$ cat src/rtl/smr_pkg.sv
package smr_pkg;
   typedef enum logic {
      ST_IDLE = 1'b0,
      ST_RUN  = 1'b1
   } smr_state_e;
endpackage

$ cat src/rtl/smr_baud.sv
module smr_baud #(
   parameter int DIV_W = 16
) (
   input  logic             clk,
   input  logic             rst_n,
   input  logic             run,
   input  logic [DIV_W-1:0] div,
   output logic             tick
);
   logic [DIV_W-1:0] cnt_q;

   assign tick = run && (cnt_q == div);

   always_ff @(posedge clk or negedge rst_n) begin
      if (!rst_n)
         cnt_q <= '0;
      else if (!run || tick)
         cnt_q <= '0;
      else
         cnt_q <= cnt_q + 1'b1;
   end
endmodule

$ cat src/rtl/smr_ctrl.sv
module smr_ctrl
   import smr_pkg::*;
#(
   parameter int DATA_W   = 8,
   parameter int CNT_W    = 4,
   parameter bit NINTH_EN = 1'b1
) (
   input  logic             clk,
   input  logic             rst_n,
   input  logic             port_en,
   input  logic             nine_bit,
   input  logic             single_set,
   input  logic             cont_en,
   input  logic             ovr,
   input  logic             tick,
   output logic             sclk_o,
   output logic             run_o,
   output logic             start_o,
   output logic             sample_o,
   output logic             last_o,
   output logic [CNT_W-1:0] bit_idx_o,
   output logic             nine_o
);
   localparam logic [CNT_W-1:0] NB_BASE = CNT_W'(DATA_W);
   localparam logic [CNT_W-1:0] NB_EXT  = CNT_W'(DATA_W + 1);

   smr_state_e       state_q;
   logic             sclk_q, single_q, nine_q;
   logic [CNT_W-1:0] bitcnt_q, nbits;
   logic             want, chr_done, begin_chr;

   assign want      = cont_en | single_q;
   assign nbits     = nine_q ? NB_EXT : NB_BASE;
   assign chr_done  = (bitcnt_q == nbits);
   assign begin_chr = want && !ovr &&
                      ((state_q == ST_IDLE) ||
                       ((state_q == ST_RUN) && tick && !sclk_q && chr_done));
   assign sample_o  = (state_q == ST_RUN) && want && tick && sclk_q;
   assign last_o    = (bitcnt_q == nbits - 1'b1);
   assign start_o   = begin_chr;
   assign sclk_o    = sclk_q;
   assign run_o     = (state_q == ST_RUN);
   assign bit_idx_o = bitcnt_q;
   assign nine_o    = nine_q;

   always_ff @(posedge clk or negedge rst_n) begin
      if (!rst_n) begin
         state_q  <= ST_IDLE;
         sclk_q   <= 1'b0;
         bitcnt_q <= '0;
         nine_q   <= 1'b0;
      end else if (!port_en) begin
         state_q  <= ST_IDLE;
         sclk_q   <= 1'b0;
         bitcnt_q <= '0;
         nine_q   <= 1'b0;
      end else if (begin_chr) begin
         state_q  <= ST_RUN;
         sclk_q   <= 1'b1;
         bitcnt_q <= '0;
         nine_q   <= NINTH_EN & nine_bit;
      end else if (state_q == ST_RUN) begin
         if (!want) begin
            state_q  <= ST_IDLE;
            sclk_q   <= 1'b0;
            bitcnt_q <= '0;
         end else if (tick) begin
            if (sclk_q) begin
               sclk_q   <= 1'b0;
               bitcnt_q <= bitcnt_q + 1'b1;
            end else if (chr_done) begin
               state_q  <= ST_IDLE;
               bitcnt_q <= '0;
            end else begin
               sclk_q <= 1'b1;
            end
         end
      end
   end

   always_ff @(posedge clk or negedge rst_n) begin
      if (!rst_n)
         single_q <= 1'b0;
      else if (!port_en)
         single_q <= 1'b0;
      else if (single_set)
         single_q <= 1'b1;
      else if (sample_o && last_o)
         single_q <= 1'b0;
   end

   AST_ABORT_STOP: assert property (@(posedge clk) disable iff (!rst_n)
      (port_en && state_q == ST_RUN && !cont_en && !single_q) |=> !sclk_q);
   AST_OVR_HOLD: assert property (@(posedge clk) disable iff (!rst_n)
      (state_q == ST_IDLE && ovr) |=> (state_q == ST_IDLE && !sclk_q));
   AST_SINGLE_DONE: assert property (@(posedge clk) disable iff (!rst_n)
      (port_en && sample_o && last_o && !single_set) |=> !single_q);
   AST_BITCNT_LIMIT: assert property (@(posedge clk) disable iff (!rst_n)
      bitcnt_q <= nbits);
endmodule

$ cat src/rtl/smr_shift.sv
module smr_shift #(
   parameter int DATA_W   = 8,
   parameter int CNT_W    = 4,
   parameter bit NINTH_EN = 1'b1
) (
   input  logic              clk,
   input  logic              rst_n,
   input  logic              port_en,
   input  logic              start,
   input  logic              sample,
   input  logic              last,
   input  logic [CNT_W-1:0]  bit_idx,
   input  logic              nine_i,
   input  logic              sdata,
   output logic              push,
   output logic [DATA_W:0]   push_data
);
   logic [DATA_W:0] sh_q, nxt;
   logic            top_bit;

   always_comb begin
      nxt          = sh_q;
      nxt[bit_idx] = sdata;
   end

   if (NINTH_EN) begin : g_ninth
      assign top_bit = nine_i ? nxt[DATA_W] : 1'b0;
   end else begin : g_plain
      assign top_bit = 1'b0;
   end

   always_ff @(posedge clk or negedge rst_n) begin
      if (!rst_n) begin
         sh_q      <= '0;
         push      <= 1'b0;
         push_data <= '0;
      end else if (!port_en) begin
         sh_q      <= '0;
         push      <= 1'b0;
         push_data <= '0;
      end else begin
         push <= 1'b0;
         if (start) begin
            sh_q <= '0;
         end else if (sample) begin
            sh_q <= nxt;
            if (last) begin
               push      <= 1'b1;
               push_data <= {top_bit, nxt[DATA_W-1:0]};
            end
         end
      end
   end
endmodule

$ cat src/rtl/sync_master_rx.sv
module sync_master_rx #(
   parameter int DATA_W   = 8,
   parameter int DIV_W    = 16,
   parameter bit NINTH_EN = 1'b1
) (
   input  logic             clk,
   input  logic             rst_n,
   input  logic             port_en,
   input  logic             nine_bit,
   input  logic             single_set,
   input  logic             cont_en,
   input  logic             ovr_in,
   input  logic [DIV_W-1:0] baud_div,
   input  logic             sdata,
   output logic             sclk,
   output logic             push,
   output logic [DATA_W:0]  push_data
);
   localparam int CNT_W = $clog2(DATA_W + 2);

   if (DATA_W < 2 || DATA_W > 16) begin : g_bad_width
      $error("sync_master_rx: DATA_W out of range");
   end
   if (DIV_W < 1 || DIV_W > 32) begin : g_bad_div
      $error("sync_master_rx: DIV_W out of range");
   end

   logic             tick, run, start, sample, last, nine_q;
   logic [CNT_W-1:0] bit_idx;

   smr_baud #(.DIV_W(DIV_W)) u_baud (
      .clk  (clk),
      .rst_n(rst_n),
      .run  (run),
      .div  (baud_div),
      .tick (tick)
   );

   smr_ctrl #(.DATA_W(DATA_W), .CNT_W(CNT_W), .NINTH_EN(NINTH_EN)) u_ctrl (
      .clk       (clk),
      .rst_n     (rst_n),
      .port_en   (port_en),
      .nine_bit  (nine_bit),
      .single_set(single_set),
      .cont_en   (cont_en),
      .ovr       (ovr_in),
      .tick      (tick),
      .sclk_o    (sclk),
      .run_o     (run),
      .start_o   (start),
      .sample_o  (sample),
      .last_o    (last),
      .bit_idx_o (bit_idx),
      .nine_o    (nine_q)
   );

   smr_shift #(.DATA_W(DATA_W), .CNT_W(CNT_W), .NINTH_EN(NINTH_EN)) u_shift (
      .clk      (clk),
      .rst_n    (rst_n),
      .port_en  (port_en),
      .start    (start),
      .sample   (sample),
      .last     (last),
      .bit_idx  (bit_idx),
      .nine_i   (nine_q),
      .sdata    (sdata),
      .push     (push),
      .push_data(push_data)
   );

   AST_PUSH_AT_FALL: assert property (@(posedge clk) disable iff (!rst_n)
      push |-> (!sclk && $past(sclk)));
   AST_DISABLED_IDLE: assert property (@(posedge clk) disable iff (!rst_n)
      !port_en |=> (!sclk && !push));
endmodule

$ cat config.mk
export PLATFORM = sky130hd
export DESIGN_NAME = sync_master_rx
export DESIGN_NICKNAME = d
export VERILOG_FILES = /design/src/rtl/smr_pkg.sv /design/src/rtl/smr_baud.sv /design/src/rtl/smr_ctrl.sv /design/src/rtl/smr_shift.sv /design/src/rtl/sync_master_rx.sv
export SDC_FILE = /design/constraint.sdc
export NUM_CORES = 1
export LEC_CHECK = 0
export BUFFER_PORTS_ARGS = -buffer_cell sky130_fd_sc_hd__buf_2
export CAP_MARGIN = 15
export CORE_MARGIN = 1.5
export CORE_UTILIZATION = 35
export DETAILED_ROUTE_END_ITERATION = 10
export PLACE_DENSITY_LB_ADDON = 0.3
export SLEW_MARGIN = 20
export SYNTH_ARGS = -nofsm -noshare
export SYNTH_HDL_FRONTEND = slang
export SYNTH_SLANG_ARGS = --single-unit
$ cat constraint.sdc
create_clock -name clk -period 4.04 [get_ports clk]
set_input_delay 0 -clock clk [delete_from_list [all_inputs] [get_ports clk]]
set_output_delay 0 -clock clk [all_outputs]
set_load 0.01 [all_outputs]
After elaboration in Yosys (flattened, before gate mapping)
Cells that the tools add are included.
{"block": "op_classes", "add_sub_neg": 3, "order_cmp": 2, "n_eq_ne": 12, "n_mux": 42, "bitwise_logic": 2, "n_reduce_logical": 19}
{"cell": "two-way mux 9 bit", "count": 7}
{"cell": "two-way mux 4 bit", "count": 7}
{"cell": "two-way mux 1 bit", "count": 25}
{"cell": "adder 16 x 1 -> 16 bit, second input constant", "count": 1}
{"cell": "== test 16 bit", "count": 1}
{"cell": "two-way mux 16 bit", "count": 1}
{"cell": "logical AND 1 bit", "count": 11}
{"cell": "bitwise mux 9 bit", "count": 1}
{"cell": "!= test 3 x 1 -> 1 bit, second input constant", "count": 3}
{"cell": "== test 4 bit", "count": 2}
{"cell": "!= test 2 x 1 -> 1 bit, second input constant", "count": 3}
{"cell": "AND reduction 3 bit", "count": 2}
{"cell": "< comparator 4 x 5 -> 1 bit, second input constant", "count": 1}
{"cell": "!= test 5 x 4 -> 1 bit, second input constant", "count": 1}
{"cell": "adder 4 x 1 -> 4 bit, second input constant", "count": 1}
{"cell": "demux 1 bit (select 4 bit)", "count": 1}
{"cell": "greater-or-equal comparator 4 x 1 -> 1 bit, second input constant", "count": 1}
{"cell": "!= test 4 bit, second input constant", "count": 1}
{"cell": "subtractor 4 x 1 -> 4 bit, second input constant", "count": 1}
{"cell": "zero test 1 bit", "count": 3}
{"cell": "logical OR 1 bit", "count": 2}
{"cell": "!= test 2 bit, second input constant", "count": 1}
{"cell": "AND reduction 2 bit", "count": 1}
{"cell": "inverter 1 bit", "count": 1}
{"cell": "OR 1 bit", "count": 1}
{"block": "totals", "reg_bits": 43, "inputBits": 24, "word_cells": 89}

Logic depth before layout (Yosys ltp)
Gate-level depths: netlist of run 1.
{"block": "logic_depth", "ltp_word": 10, "ltp_mapped": 7, "depth_no_buf": 7}

By module
A second synthesis of run 1 with hierarchy kept.
{"block": "hier_totals", "cells_unflattened": 241, "area_unflattened_um2": 2552.4}
{"module": "smr_shift", "instances": 1, "cells_per_inst": 85, "area_per_inst_um2": 1032.2, "seq_area_each_um2": 475.5}
{"module": "smr_baud", "instances": 1, "cells_per_inst": 101, "area_per_inst_um2": 994.7, "seq_area_each_um2": 400.4}
{"module": "smr_ctrl", "instances": 1, "cells_per_inst": 55, "area_per_inst_um2": 525.5, "seq_area_each_um2": 200.2}

Worst setup path after synthesis of run 1
No wires, ideal clock.
{"block": "synth_path", "kind": "register -> register", "from": "reg u_baud.cnt_q[2]", "to": "reg u_shift.sh_q[8]", "setup_time_ps": 128, "arrival_time_ps": 1792, "t_required_ps": 3912, "path_slack_ps": 2120, "path_stages_with_launch": 7, "path_buffers": 0, "period_less_slack_ps": 1920, "cell_sequence": "dfrtp_1 -> xnor2_1 -> nand4_1 -> nor4_4 -> or4b_1 -> mux2i_1 -> nor2_1"}
{"block": "synth_between", "elab_chain_len": 9, "word_cells_on_any_way": 12, "classes_between": "2 x eq/ne; 2 x mux; 8 x reduce/logical"}
{"element": "start: declaration", "line": "smr_baud.sv:10", "source": "logic [DIV_W-1:0] cnt_q;"}
{"element": "start signal: assignment", "line": "smr_baud.sv:20", "source": "cnt_q <= cnt_q + 1'b1;"}
{"element": "== test 16 bit (*)", "line": "smr_baud.sv:12", "source": "assign tick = run && (cnt_q == div);"}
{"element": "logical AND 1 bit (*)", "line": "smr_baud.sv:12"}
{"element": "logical AND 1 bit (3 in a row)", "line": "smr_ctrl.sv:37", "source": "((state_q == ST_RUN) && tick && !sclk_q && chr_done));"}
{"element": "logical OR 1 bit", "line": "smr_ctrl.sv:36", "source": "((state_q == ST_IDLE) ||"}
{"element": "logical AND 1 bit", "line": "smr_ctrl.sv:35", "source": "assign begin_chr = want && !ovr &&"}
{"element": "two-way mux 9 bit", "line": "smr_shift.sv:43", "source": "if (start) begin"}
{"element": "two-way mux 9 bit", "line": "smr_shift.sv:37", "source": "end else if (!port_en) begin"}
{"element": "end signal: assignment", "line": "smr_shift.sv:46", "source": "sh_q <= nxt;"}
{"element": "end: declaration", "line": "smr_shift.sv:18", "source": "logic [DATA_W:0] sh_q, nxt;"}
Mark *: on every way between the ends. The rest lies on a longest branch, timed or not.
A chain may end at the register's enable or synchronous reset.

Worst setup path in the final report of run 1
{"block": "layout_path", "from": "reg u_baud.cnt_q[7]", "to": "reg u_ctrl.sclk_q, in the netlist u_ctrl.sclk_o"}
{"block": "layout_between", "elab_chain_len": 9, "word_cells_on_any_way": 12, "classes_between": "3 x eq/ne; 2 x mux; 7 x reduce/logical"}
{"element": "== test 16 bit (*)", "line": "smr_baud.sv:12"}
{"element": "logical AND 1 bit (*)", "line": "smr_baud.sv:12"}
{"element": "logical AND 1 bit (3 in a row)", "line": "smr_ctrl.sv:37"}
{"element": "logical OR 1 bit", "line": "smr_ctrl.sv:36"}
{"element": "logical AND 1 bit", "line": "smr_ctrl.sv:35"}
{"element": "!= test 4 bit (no source line) (tied with other cells)"}
{"element": "AND reduction 2 bit (no source line) or two-way mux 1 bit (tied branches)"}
{"element": "end signal: assignment", "line": "smr_ctrl.sv:49", "source": "sclk_q <= 1'b0;"}
{"element": "end signal: assignment", "line": "smr_ctrl.sv:54", "source": "sclk_q <= 1'b0;"}
{"element": "end signal: assignment", "line": "smr_ctrl.sv:59", "source": "sclk_q <= 1'b1;"}
{"element": "end: declaration", "line": "smr_ctrl.sv:28", "source": "logic sclk_q, single_q, nine_q;"}
Marks and branches as above.

==> summary.md, run 1 <==
| Metric | Value |
|---|---|
| Total gr overflow | `0` |
| Skew final | `0.0129 ns` |
| Syn avg cell area | `9.34 um2` |
| Reg2reg end | `u_ctrl.sclk_o$_DFFE_PN0P_` |
| First-pass GRT wire length | `8290 um` |
| Slew HR | `0.361` |
| Worst path max stage delay | `0.78 ns` |
| Final max-slew violation count | `0` |
| Register-to-Register Setup Slack | `1.39 ns` |
| Cells after Synth | `259` |
| Fmax | `0.377 GHz` |
| Hold path depth | `3` |
| Top Usage Layer GRT | `met2` |
| Power Dens Cells | `291 mW/mm2` |
| Largest area contributor in the netlist | `dfrtp_1` |
| Final Cycle Share | `0.657` |
| Wirelength, routed | `4860 um` |
| Maximum fanout along the worst path | `18` |
| DRC Markers | `0` |
| Syn-to-layout area delta | `15.1%` |
| WP data required | `4.23 ns` |
| CTS Hold Buffers Added | `4` |
| Pin count of the biggest net entering global routing | `44` |
| WS Path Type | `reg -> reg` |
| #FFs+latches synth | `43` |
| Layout Nets | `321` |
| Final Critical Period | `2.65 ns` |
| Die Y | `86.2 um` |
| WL per Instance | `13.0 um` |
| Max-cap violations | `0` |
| 1st-pass router iterations | `4` |
| Clk root buf | `clkbuf_8` |
| Xor/xnor share of the synthesized area | `0.112` |
| Routing usage on met3 | `0.0250` |
| Die area | `0.00742 mm2` |
| Netlist cell types | `34` |
| Hold Violations, Final | `0` |
| Critical Path Sink Type | `flip-flop` |
| Total CTS buffers | `5` |
| CP max stage cell | `nor4_4` |
| Clk slew on worst S/H paths | `0.09 ns` |
| Initial DRC count | `109` |
| Worst Path Arrival | `2.84 ns` |
| Fillcell total | `679` |
| GRT Resource Usage Total | `0.141` |
| Min-delay src | `sdata` |
| Leakage | `1.27 nW` |
| R2r startpoint | `u_baud.cnt_q[7]$_DFF_PN0_` |
| VDD IR-drop max | `117 uV` |
| Antenna violations before repair | `0` |
| Clock Latency Late Sink | `0.30 ns` |
| CP Cell Sequence | `xnor2_1 > nand4_1 > nor4_4 > nand2b_1 > o21bai_1 > a22o_1` |
| Post-synthesis cell area | `0.00242 mm2` |
| Main combinational cell family by area after synthesis | `simple AND/OR/NAND/NOR gates` |
| Post-synth top area share | `0.445` |
| H-Tree Depth | `2` |
| Startpoint Class | `flip-flop` |
| Input/output buffers | `34` |
| RSZ-0062 raised after global routing | `no` |
| Simple-gate share of the synthesized area | `0.246` |
| Routability cong. | `0.882` |
| Grt met2 use | `0.219` |
| Clock sinks | `43` |
| Vias in the first global route | `1762` |
| Register area | `0.00108 mm2` |
| Multi-input logic area | `0.00128 mm2` |
| Via count | `1892` |
| Post-Synth Adder-Cell Area | `0.0259` |
| CTS tree | `yes` |
| # IOs | `35` |
| Total power | `0.000812 W` |
| Met1 global-route usage | `0.194` |
| Number of cells upsized or downsized after cts | `0` |
| DP HPWL | `3510 um` |
| ANT nets after route | `0` |
| Share of cells above drive strength 1 | `0.181` |
| Seq/Total Area, Yosys | `0.445` |
| Setup violations, final | `0` |
| Syn_nets | `288` |
| Antenna diodes | `0` |
| Hold/Removal Path Class | `in -> reg` |
| Synth warn | `0` |
| R2R cell count | `6` |
| Width of the chip | `86.2 um` |
| Post-CTS setup buffers | `0` |
| WHS Endpoint | `u_shift.sh_q[2]$_DFFE_PN0P_` |
| Vias per cell | `5.07` |
| Initial Util | `0.358` |
| Core region area | `0.00676 mm2` |
| Worst Tran Pin Value | `0.959 ns` |
| Setup tns final | `0 ns` |
| Top post-synthesis cells by area | `dfrtp_1, xnor2_1, nor2_1, nand2_1, mux2_2` |
| Max Root-Sink Buffers | `2` |
| Outcome | `finished, final reports clean` |
| Cell row count | `30` |
| Compound-gate portion of the synthesized area | `0.0620` |
| Mux contribution to synthesized area | `0.0832` |
## report_power, final
part	total, W	internal (W)	switching [W]
clock network	0.000303	0.000156	0.000147
registers	0.000442	0.000434	0.00000769
logic	0.0000670	0.0000268	0.0000402
## stage by stage
| stage | setup slack [ns] | hold WS [ns] | area (um2) | utilization | instances |
|---|---|---|---|---|---|
| 2_1_floorplan | 2.12 | -0.296 | 2420 | - | 259 |
| 3_3_place_gp | 1.46 | 0.216 | 2640 | 0.391 | 361 |
| 3_5_place_dp | 1.39 | 0.232 | 2640 | 0.391 | 361 |
| 4_1_cts | 1.37 | 0.116 | 2790 | 0.412 | 373 |
| 5_1_grt | 1.11 | 0.139 | 2790 | 0.412 | 373 |
| 6_report | 1.39 | 0.123 | 2790 | 0.412 | 373 |
## worst max-delay path by stage
| stage | from | end | depth (start not counted) |
|---|---|---|---|
| 3_3_place_gp | u_baud.cnt_q[2]$_DFF_PN0_ | u_ctrl.sclk_o$_DFFE_PN0P_ | 6 |
| 5_1_grt | u_baud.cnt_q[7]$_DFF_PN0_ | u_ctrl.sclk_o$_DFFE_PN0P_ | 6 |
| 3_5_place_dp | u_baud.cnt_q[7]$_DFF_PN0_ | u_ctrl.sclk_o$_DFFE_PN0P_ | 6 |
| 2_1_floorplan | u_baud.cnt_q[2]$_DFF_PN0_ | u_shift.sh_q[8]$_DFFE_PN0P_ | 6 |
| 6_report | u_baud.cnt_q[7]$_DFF_PN0_ | u_ctrl.sclk_o$_DFFE_PN0P_ | 6 |
| 4_1_cts | u_baud.cnt_q[7]$_DFF_PN0_ | u_ctrl.sclk_o$_DFFE_PN0P_ | 6 |
## area by class of cell
cell class,instances,share of cell area
clock buffer,7,0.0346
clock inverter,1,0.00270
inverter,4,0.00539
multi-input combinational,200,0.460
sequential,43,0.386
tap,80,0.0359
timing repair buffer,38,0.0755
## flip-flops by register name, indices dropped and copies added, names as in the netlist
register / cells
u_ctrl.bit_idx_o: 4
u_ctrl.nine_o: 1
u_baud.cnt_q: 16
u_ctrl.single_q: 1
u_ctrl.sclk_o: 1
u_shift.sh_q: 9
u_shift.push: 1
u_ctrl.run_o: 1
u_shift.push_data: 9
## placed cells by master (no fill, tap or decap), types with 6 or more instances in the layout
cell type   n
dfrtp_1    43
buf_2      34
clkbuf_8    7
mux2i_1    10
nand2_1    28
nand3_1    20
mux2_2      9
o21ai_0     7
nand4_1    14
xnor2_1    25
nor2_1     37
xor2_1      6
## critical path: cells and delay by family (launching register included)
family	cells	cell delay [ns]
flip-flops	1	0.46
AND/OR/NAND/NOR	3	1.57
XOR/XNOR	1	0.17
AO/OA/AOI/OAI	2	0.34
## logic make-up (layout without fill, tap and decap cells)
| family | count (synthesis) | in the layout |
|---|---|---|
| adder cells (fa/ha/maj) | 5 | 5 |
| XOR/XNOR | 31 | 31 |
| AND/OR/NAND/NOR | 121 | 121 |
| buffers and inverters | 16 | 50 |
| flip-flops | 43 | 43 |
| multiplexers | 19 | 19 |
| AO/OA/AOI/OAI | 24 | 24 |
## routing by layer
layer / wire length [um] / up-vias
li1: - / 954
met1: 2270 / 890
met2: 2290 / 36
met3: 173 / 12
met4: 117 / 0
met5: 0 / -
## Yosys cell counts, drive strengths merged
cell type	number
a211oi	1
a21o	3
a21oi	3
a22o	2
a32o	1
and2	1
and3	5
buf	3
clkbuf	9
dfrtp	43
ha	5
inv	4
mux2	9
mux2i	10
nand2	28
nand2b	3
nand3	21
nand3b	1
nand4	14
nand4bb	1
nor2	37
nor2b	2
nor3	4
nor3b	1
nor4	2
o21ai	11
o21bai	1
o31ai	2
or4b	1
xnor2	25
xor2	6
Power figures use the tool's default switching activity.
==> run 2: changes to the inputs <==
- ABC_AREA: not set -> 1
- clock period: 4.04 -> 2.75 ns (I/O delays scaled with it)
==> summary.md, run 2 <==
| Metric | Value |
|---|---|
| Critical Path Stages | `13 (was 6)` |
| Skew final | `0.00614 ns (was 0.0129 ns)` |
| Synth Flop Type | `dfrtp_1 (unchanged)` |
| Hold/Removal Path Class | `in -> reg (unchanged)` |
| Vias per cell | `4.54 (was 5.07)` |
| Top post-synthesis cells by area | `dfrtp_1, nand2_1, nand3_1, nor2_1, inv_1 (was dfrtp_1, xnor2_1, nor2_1, nand2_1, mux2_2)` |
| Final Critical Period | `2.12 ns (was 2.65 ns)` |
| Top flop regs | `u_baud.cnt_q (16), u_shift.push_data (9), u_shift.sh_q (9) (unchanged)` |
| Max FFs per register | `16 (unchanged)` |
| ANT nets after route | `0 (unchanged)` |
| Worst Tran Pin Value | `0.572 ns (was 0.959 ns)` |
| Min Hold Slack | `0.104 ns (was 0.123 ns)` |
| Core region area | `0.00718 mm2 (was 0.00676 mm2)` |
| Kind of cell adding the most delay to the critical path | `simple AND/OR/NAND/NOR gates (unchanged)` |
| Initial Util | `0.359 (was 0.358)` |
| Fmax | `0.472 GHz (was 0.377 GHz)` |
| CP Launch Point | `u_baud.cnt_q[8]$_DFF_PN0_ (was u_baud.cnt_q[7]$_DFF_PN0_)` |
| Largest area contributor in the netlist | `dfrtp_1 (unchanged)` |
| WS Path Type | `reg -> reg (unchanged)` |
| Worst Path Arrival | `2.35 ns (was 2.84 ns)` |
| Input/output buffers | `34 (unchanged)` |
| WHS Endpoint | `u_shift.push_data[8]$_DFFE_PN0P_ (was u_shift.sh_q[2]$_DFFE_PN0P_)` |
| Number of cells upsized or downsized after cts | `0 (unchanged)` |
| H-Tree Depth | `2 (unchanged)` |
| Netlist cell types | `34 (unchanged)` |
| Die Y | `88.8 um (was 86.2 um)` |
| Min-delay src | `port_en (was sdata)` |
| Initial DRC count | `151 (was 109)` |
| R2r startpoint | `u_baud.cnt_q[8]$_DFF_PN0_ (was u_baud.cnt_q[7]$_DFF_PN0_)` |
| Wirelength, routed | `5570 um (was 4860 um)` |
| GRT Resource Usage Total | `0.157 (was 0.141)` |
| Final max-slew violation count | `0 (unchanged)` |
| Syn_nets | `395 (was 288)` |
| Clock sinks | `43 (unchanged)` |
| Power Dens Cells | `456 mW/mm2 (was 291 mW/mm2)` |
| # IOs | `35 (unchanged)` |
| Critical Path Sink Type | `flip-flop (unchanged)` |
| #FFs+latches synth | `43 (unchanged)` |
| Clk root buf | `clkbuf_8 (unchanged)` |
| Slew HR | `0.617 (was 0.361)` |
| Total gr overflow | `0 (unchanged)` |
| Post-synth top area share | `0.417 (was 0.445)` |
| Clk slew on worst S/H paths | `0.08 ns (was 0.09 ns)` |
| DP HPWL | `4130 um (was 3510 um)` |
| Hold path depth | `3 (unchanged)` |
| Synth warn | `0 (unchanged)` |
| Total CTS buffers | `5 (unchanged)` |
| Width of the chip | `88.8 um (was 86.2 um)` |
| 1st-pass router iterations | `4 (unchanged)` |
| Most frequent cells in the layout | `nand2_1, dfrtp_1, nor2_1, inv_1, buf_2 (was dfrtp_1, nor2_1, buf_2, nand2_1, xnor2_1)` |
| Final Cycle Share | `0.770 (was 0.657)` |
| Antenna violations before repair | `0 (unchanged)` |
| Reg2reg end | `u_shift.sh_q[8]$_DFFE_PN0P_ (was u_ctrl.sclk_o$_DFFE_PN0P_)` |
| Vias in the first global route | `2176 (was 1762)` |
| Leakage | `1.54 nW (was 1.27 nW)` |
| Syn avg cell area | `7.04 um2 (was 9.34 um2)` |
| Asr flop ratio synth | `1.00 (unchanged)` |
| Top-count cell post-synth | `nand2_1 (was dfrtp_1)` |
| Register with the most flip-flops | `u_baud.cnt_q (unchanged)` |
| Commonest non-fill, non-tap cell in the layout | `nand2_1 (was dfrtp_1)` |
| WL per Instance | `11.0 um (was 13.0 um)` |
| Share of cells above drive strength 1 | `0.135 (was 0.181)` |
| Hold Violations, Final | `0 (unchanged)` |
| Max Root-Sink Buffers | `2 (unchanged)` |
| Die area | `0.00789 mm2 (was 0.00742 mm2)` |
| CP most frequent cell | `nand2_1` |
| CTS tree | `yes (unchanged)` |
| DRC Markers | `0 (unchanged)` |
| RSZ-0062 raised after global routing | `no (unchanged)` |
| Pin count of the biggest net entering global routing | `44 (unchanged)` |
| Antenna diodes | `0 (unchanged)` |
| Clock Latency Late Sink | `0.30 ns (about the same)` |
| Outcome | `finished, final reports clean (unchanged)` |
| VDD IR-drop max | `173 uV (was 117 uV)` |
| Worst path max stage delay | `0.43 ns (was 0.78 ns)` |
| CP Cell Sequence | `inv_1 > nand2_1 > nand2_1 > nor2_1 > nand2_1 > nor2_2 > nand3_1 > nand2_1 > nand2_2 > nand2_1 > nor2_2 > nand2_1 > o21ai_1 (was xnor2_1 > nand4_1 > nor4_4 > nand2b_1 > o21bai_1 > a22o_1)` |
| Cell row count | `31 (was 30)` |
| Routability cong. | `0.845 (was 0.882)` |
| R2R cell count | `13 (was 6)` |
| Setup violations, final | `0 (unchanged)` |
| Post-synth EDFFs | `0 (unchanged)` |
| Register-to-Register Setup Slack | `0.63 ns (was 1.39 ns)` |
| Layout Nets | `435 (was 321)` |
| Via count | `2295 (was 1892)` |
| Final instance area | `0.00302 mm2 (was 0.00279 mm2)` |
| Buffers and inverters on the worst path | `1 (was 0)` |
| Synth cell count leaders | `nand2_1, dfrtp_1, nor2_1, inv_1, nand3_1 (was dfrtp_1, nor2_1, nand2_1, xnor2_1, nand3_1)` |
| Syn-to-layout area delta | `17.2% (was 15.1%)` |
| CP max stage cell | `nor2_2 (was nor4_4)` |
| Setup tns final | `0 ns (unchanged)` |
| Max-cap violations | `0 (unchanged)` |
| Cell Area, Placed | `0.00284 mm2 (was 0.00264 mm2)` |
| Startpoint Class | `flip-flop (unchanged)` |
| Post-synthesis cell area | `0.00258 mm2 (was 0.00242 mm2)` |
| WP data required | `2.98 ns (was 4.23 ns)` |
| First-pass GRT wire length | `9590 um (was 8290 um)` |
| Cells after Synth | `366 (was 259)` |
| Maximum fanout along the worst path | `12 (was 18)` |
| Seq/Total Area, Yosys | `0.417 (was 0.445)` |
[run 2: changes by cell type after synthesis, moves of 4 or more]
cell | previous run | this run
nand2_1 | 28 | 137
inv_1 | 4 | 38
xnor2_1 | 25 | 1
nand3_1 | 20 | 31
nand4_1 | 14 | 4
mux2_2 | 9 | 0
mux2i_1 | 10 | 1
a21oi_1 | 3 | 11
clkbuf_1 | 9 | 3
nor3b_1 | 1 | 6
and3_1 | 5 | 1
nor2_1 | 37 | 41
[run 2: worst register-to-register path, stage by stage, from the launching register on]
cell and delay [ns]:
dfrtp_1 0.42, inv_1 0.14, nand2_1 0.06, nand2_1 0.06, nor2_1 0.04, nand2_1 0.08, nor2_2 0.06, nand3_1 0.08
nand2_1 0.10, nand2_2 0.14, nand2_1 0.26, nor2_2 0.44, nand2_1 0.10, o21ai_1 0.09
[run 2: kinds of logic (layout without fill, tap and decap cells)]
| group | after synthesis | after routing | synth area share |
|---|---|---|---|
| AOI/OAI and AO/OA | 20 | 20 | 0.0427 |
| xor gates and xnor gates | 9 | 9 | 0.0306 |
| adders and majority gates | 5 | 5 | 0.0243 |
| buffers and inverters | 48 | 89 | 0.0762 |
| DFF | 43 | 43 | 0.417 |
| muxes | 1 | 1 | 0.00388 |
| and+or+nand+nor | 240 | 240 | 0.405 |
[run 2: routing by layer]
metal | track usage | vias up | routed length [um] | share of wire
met3 | 0.0280 | 6 | 188 | 0.034
li1 | - | 1228 | - | -
met5 | 0 | - | 0 | 0
met2 | 0.253 | 38 | 2600 | 0.47
met4 | 0.0540 | 0 | 85 | 0.015
met1 | 0.212 | 1023 | 2700 | 0.48
[run 2: how the worst max path moves through the flow]
stage                                       end  slack, ns
floorplan            u_baud.cnt_q[14]$_DFF_PN0_       1.01
global placement    u_shift.sh_q[8]$_DFFE_PN0P_       0.67
detailed placement  u_shift.sh_q[8]$_DFFE_PN0P_       0.64
CTS                 u_shift.sh_q[8]$_DFFE_PN0P_       0.63
global route        u_shift.sh_q[8]$_DFFE_PN0P_       0.27
finish              u_shift.sh_q[8]$_DFFE_PN0P_       0.63
[run 2: area by class of cell]
type / instances / area [um2]
Sequential cell: 43 / 1080
Tap cell: 99 / 124
Timing Repair Buffer: 39 / 220
Clock buffer: 5 / 68.8
Fill cell: 716 / 4160
Multi-Input combinational cell: 275 / 1310
Inverter: 42 / 159
Clock inverter: 3 / 67.6
[run 2: where the power goes]
group | leakage (nW) | total, W | switching, W | internal (W)
sequential | 0.595 | 0.000654 | 0.0000133 | 0.000641
clock | 0.0644 | 0.000585 | 0.000223 | 0.000362
combinational | 0.880 | 0.000139 | 0.0000914 | 0.0000472
[run 2: stage by stage]
| stage | utilization | power [W] | cells | worst slack, ns |
|---|---|---|---|---|
| finish | 0.421 | 0.00138 | 506 | 0.631 |
| global route | 0.421 | 0.00145 | 506 | 0.266 |
| CTS | 0.421 | 0.00140 | 506 | 0.635 |
| detailed placement | 0.396 | 0.000802 | 494 | 0.635 |
| global placement | 0.396 | 0.000800 | 494 | 0.671 |
| floorplan | - | 0.000748 | 366 | 1.01 |
[run 2: what timing repair did]
item,CTS,global route
hold buffers,4,0
hold endpoints to repair,46,0
setup endpoints to repair,0,0
buffers inserted,0,0
==> run 3: changes to the inputs <==
- clock period: 2.75 -> 1.7 ns (I/O delays scaled with it)
==> summary.md, run 3 (synthesis results as in run 2) <==
| Metric | Value |
|---|---|
| Antenna diodes | `0 (unchanged)` |
| WS Path Type | `reg -> reg (unchanged)` |
| Max-cap violations | `0 (unchanged)` |
| Maximum fanout along the worst path | `5 (was 12)` |
| Leakage | `1.92 nW (was 1.54 nW)` |
| Die Y | `88.8 um (unchanged)` |
| Die area | `0.00789 mm2 (unchanged)` |
| Sequential Power Share | `0.503 (was 0.475)` |
| H-Tree Depth | `2 (unchanged)` |
| Syn-to-layout area delta | `49.2% (was 17.2%)` |
| Sw Share | `0.296 (was 0.238)` |
| Worst Tran Pin Value | `0.520 ns (was 0.572 ns)` |
| Input/output buffers | `34 (unchanged)` |
| Startpoint Class | `flip-flop (unchanged)` |
| Hold path depth | `3 (unchanged)` |
| Final Critical Period | `1.79 ns (was 2.12 ns)` |
| R2R cell count | `11 (was 13)` |
| Register-to-Register Setup Slack | `-0.09 ns (was 0.63 ns)` |
| Final Cycle Share | `1.05 (was 0.770)` |
| WL per Instance | `12.2 um (was 11.0 um)` |
| Total power | `0.00211 W (was 0.00138 W)` |
| Commonest non-fill, non-tap cell in the layout | `nand2_1 (unchanged)` |
| Min-delay src | `port_en (unchanged)` |
| Max FFs per register | `16 (unchanged)` |
| Register with the most flip-flops | `u_baud.cnt_q (unchanged)` |
| Worst setup margin | `-0.0931 ns (was 0.631 ns)` |
| Vias per cell | `4.75 (was 4.54)` |
| Clk root buf | `clkbuf_8 (unchanged)` |
| Hold Violations, Final | `0 (unchanged)` |
| Initial DRC count | `82 (was 151)` |
| Cell row count | `31 (unchanged)` |
| Most frequent cells in the layout | `nand2_1, buf_4, dfrtp_1, nor2_1, inv_1 (was nand2_1, dfrtp_1, nor2_1, inv_1, buf_2)` |
| Internal | `0.00148 W (was 0.00105 W)` |
| Outcome | `finished, violations left (was finished, final reports clean)` |
| GRT Resource Usage Total | `0.178 (was 0.157)` |
| R2r startpoint | `u_ctrl.bit_idx_o[0]$_DFFE_PN0P_ (was u_baud.cnt_q[8]$_DFF_PN0_)` |
| DRC Markers | `0 (unchanged)` |
| Clock sinks | `43 (unchanged)` |
| Initial Util | `0.359 (unchanged)` |
| CTS tree | `yes (unchanged)` |
| DP HPWL | `4820 um (was 4130 um)` |
| Slew HR | `0.652 (was 0.617)` |
| Failing checks | `negative setup slack` |
| Skew final | `0.0106 ns (was 0.00614 ns)` |
| Register area | `0.00108 mm2 (unchanged)` |
| Max Root-Sink Buffers | `2 (unchanged)` |
| Comb power frac | `0.180 (was 0.101)` |
| CP Cell Sequence | `xnor2_2 > nand3_1 > nor2_2 > nand3_2 > nand2_4 > nand2_8 > nand2_8 > buf_8 > a21oi_2 > nand2_1 > nand2_1 (was inv_1 > nand2_1 > nand2_1 > nor2_1 > nand2_1 > nor2_2 > nand3_1 > nand2_1 > nand2_2 > nand2_1 > nor2_2 > nand2_1 > o21ai_1)` |
| Reg2reg end | `u_shift.sh_q[2]$_DFFE_PN0P_ (was u_shift.sh_q[8]$_DFFE_PN0P_)` |
| Total gr overflow | `0 (unchanged)` |
| Routability cong. | `0.848 (was 0.845)` |
| Final max-slew violation count | `0 (unchanged)` |
| ANT nets after route | `0 (unchanged)` |
| Multi-input logic area | `0.00167 mm2 (was 0.00131 mm2)` |
| Layout Nets | `496 (was 435)` |
| Hold/Removal Path Class | `in -> reg (unchanged)` |
| Pin count of the biggest net entering global routing | `18 (was 44)` |
| Share of cells above drive strength 1 | `0.380 (was 0.135)` |
| CP max stage cell | `dfrtp_1 (was nor2_2)` |
| Wirelength, routed | `6930 um (was 5570 um)` |
| Total CTS buffers | `5 (unchanged)` |
| Antenna violations before repair | `0 (unchanged)` |
| Vias in the first global route | `2574 (was 2176)` |
| Via count | `2691 (was 2295)` |
| Fmax | `0.558 GHz (was 0.472 GHz)` |
| Setup tns final | `-1.53 ns (was 0 ns)` |
| VDD IR-drop max | `282 uV (was 173 uV)` |
| WHS Endpoint | `u_ctrl.single_q$_DFFE_PN0P_ (was u_shift.push_data[8]$_DFFE_PN0P_)` |
| Power Dens Cells | `548 mW/mm2 (was 456 mW/mm2)` |
| # IOs | `35 (unchanged)` |
| Critical Path Sink Type | `flip-flop (unchanged)` |
| Width of the chip | `88.8 um (unchanged)` |
| Setup violations, final | `28 (was 0)` |
| Fillcell total | `678 (was 716)` |
| Clock network fraction of total power | `0.317 (was 0.425)` |
| First-pass GRT wire length | `11100 um (was 9590 um)` |
| Psw | `0.000625 W (was 0.000327 W)` |
| WP data required | `1.90 ns (was 2.98 ns)` |
| Worst Path Arrival | `1.99 ns (was 2.35 ns)` |
| Clock Latency Late Sink | `0.30 ns (about the same)` |
| RSZ-0062 raised after global routing | `yes (was no)` |
| Core region area | `0.00718 mm2 (unchanged)` |
| 1st-pass router iterations | `4 (unchanged)` |
| Top flop regs | `u_baud.cnt_q (16), u_shift.push_data (9), u_shift.sh_q (9) (unchanged)` |
| Worst path max stage delay | `0.41 ns (was 0.43 ns)` |
| Clk slew on worst S/H paths | `0.09 ns (was 0.08 ns)` |
[run 3: timing repair]
| item | in CTS | in global routing |
|---|---|---|
| buffers inserted | 8 | 4 |
| gates cloned | 2 | 0 |
| pin swaps | 18 | 22 |
| endpoints found under the setup margin | 30 | 32 |
| hold buffers | 4 | 0 |
| gates resized for setup | 44 | 51 |
| endpoints found under the hold margin | 46 | 0 |
[run 3: final cells by class]
type | count | area share
multi-input cells | 276 | 0.435
flip-flops and latches | 43 | 0.280
repair buffers | 98 | 0.186
inverters | 42 | 0.0423
well taps | 99 | 0.0322
clock buffers | 5 | 0.0179
clock inverters | 3 | 0.00520
repair inverters | 1 | 0.00228
[run 3: worst max-delay path by stage]
stage / depth (start not counted) / slack [ns] / start / to
final: 11 / -0.09 / u_ctrl.bit_idx_o[0]$_DFFE_PN0P_ / u_shift.sh_q[2]$_DFFE_PN0P_
after global routing: 12 / -0.23 / u_baud.cnt_q[0]$_DFF_PN0_ / u_baud.cnt_q[14]$_DFF_PN0_
after CTS: 12 / -0.05 / u_baud.cnt_q[0]$_DFF_PN0_ / u_baud.cnt_q[14]$_DFF_PN0_
after detailed placement: 12 / -0.15 / u_baud.cnt_q[0]$_DFF_PN0_ / u_baud.cnt_q[14]$_DFF_PN0_
after global placement: 14 / -0.12 / u_baud.cnt_q[0]$_DFF_PN0_ / u_shift.push_data[0]$_DFFE_PN0P_
after floorplan: 12 / -0.02 / u_baud.cnt_q[0]$_DFF_PN0_ / u_baud.cnt_q[14]$_DFF_PN0_
[run 3: power groups by stage]
stage / Clock [W] / Combinational, W / Sequential, W
2_1_floorplan: 0 / 0.000136 / 0.00108
3_3_place_gp: 0 / 0.000262 / 0.00107
3_5_place_dp: 0 / 0.000266 / 0.00107
4_1_cts: 0.000680 / 0.000320 / 0.00106
5_1_grt: 0.000717 / 0.000418 / 0.00106
6_report: 0.000668 / 0.000378 / 0.00106
[run 3: metal layers]
| layer | track usage | up-vias | routed length [um] | share of wire |
|---|---|---|---|---|
| met4 | 0.0554 | 0 | 80 | 0.012 |
| met2 | 0.306 | 50 | 3430 | 0.49 |
| met1 | 0.230 | 1274 | 3210 | 0.46 |
| met3 | 0.0271 | 7 | 210 | 0.030 |
| li1 | - | 1360 | - | - |
| met5 | 0 | - | 0 | 0 |
[run 3: metrics by stage]
step            util  cells  worst slack [ns]  instance area, um2  hold WS, ns
3_5_place_dp   0.450    542            -0.146                3230      -0.0704
2_1_floorplan      -    366           -0.0213                2600       -0.296
3_3_place_gp   0.450    542            -0.117                3230      -0.0723
4_1_cts        0.507    564           -0.0505                3640       0.0331
6_report       0.536    567           -0.0931                3850       0.0403
5_1_grt        0.536    567            -0.227                3850       0.0492
[run 3: critical path: cells and delay by family (launching register included)]
| kind | cells | cell delay [ns] |
|---|---|---|
| compound gates | 1 | 0.04 |
| xor+xnor | 1 | 0.24 |
| buf+inv | 1 | 0.13 |
| flops | 1 | 0.41 |
| simple gates | 8 | 0.87 |
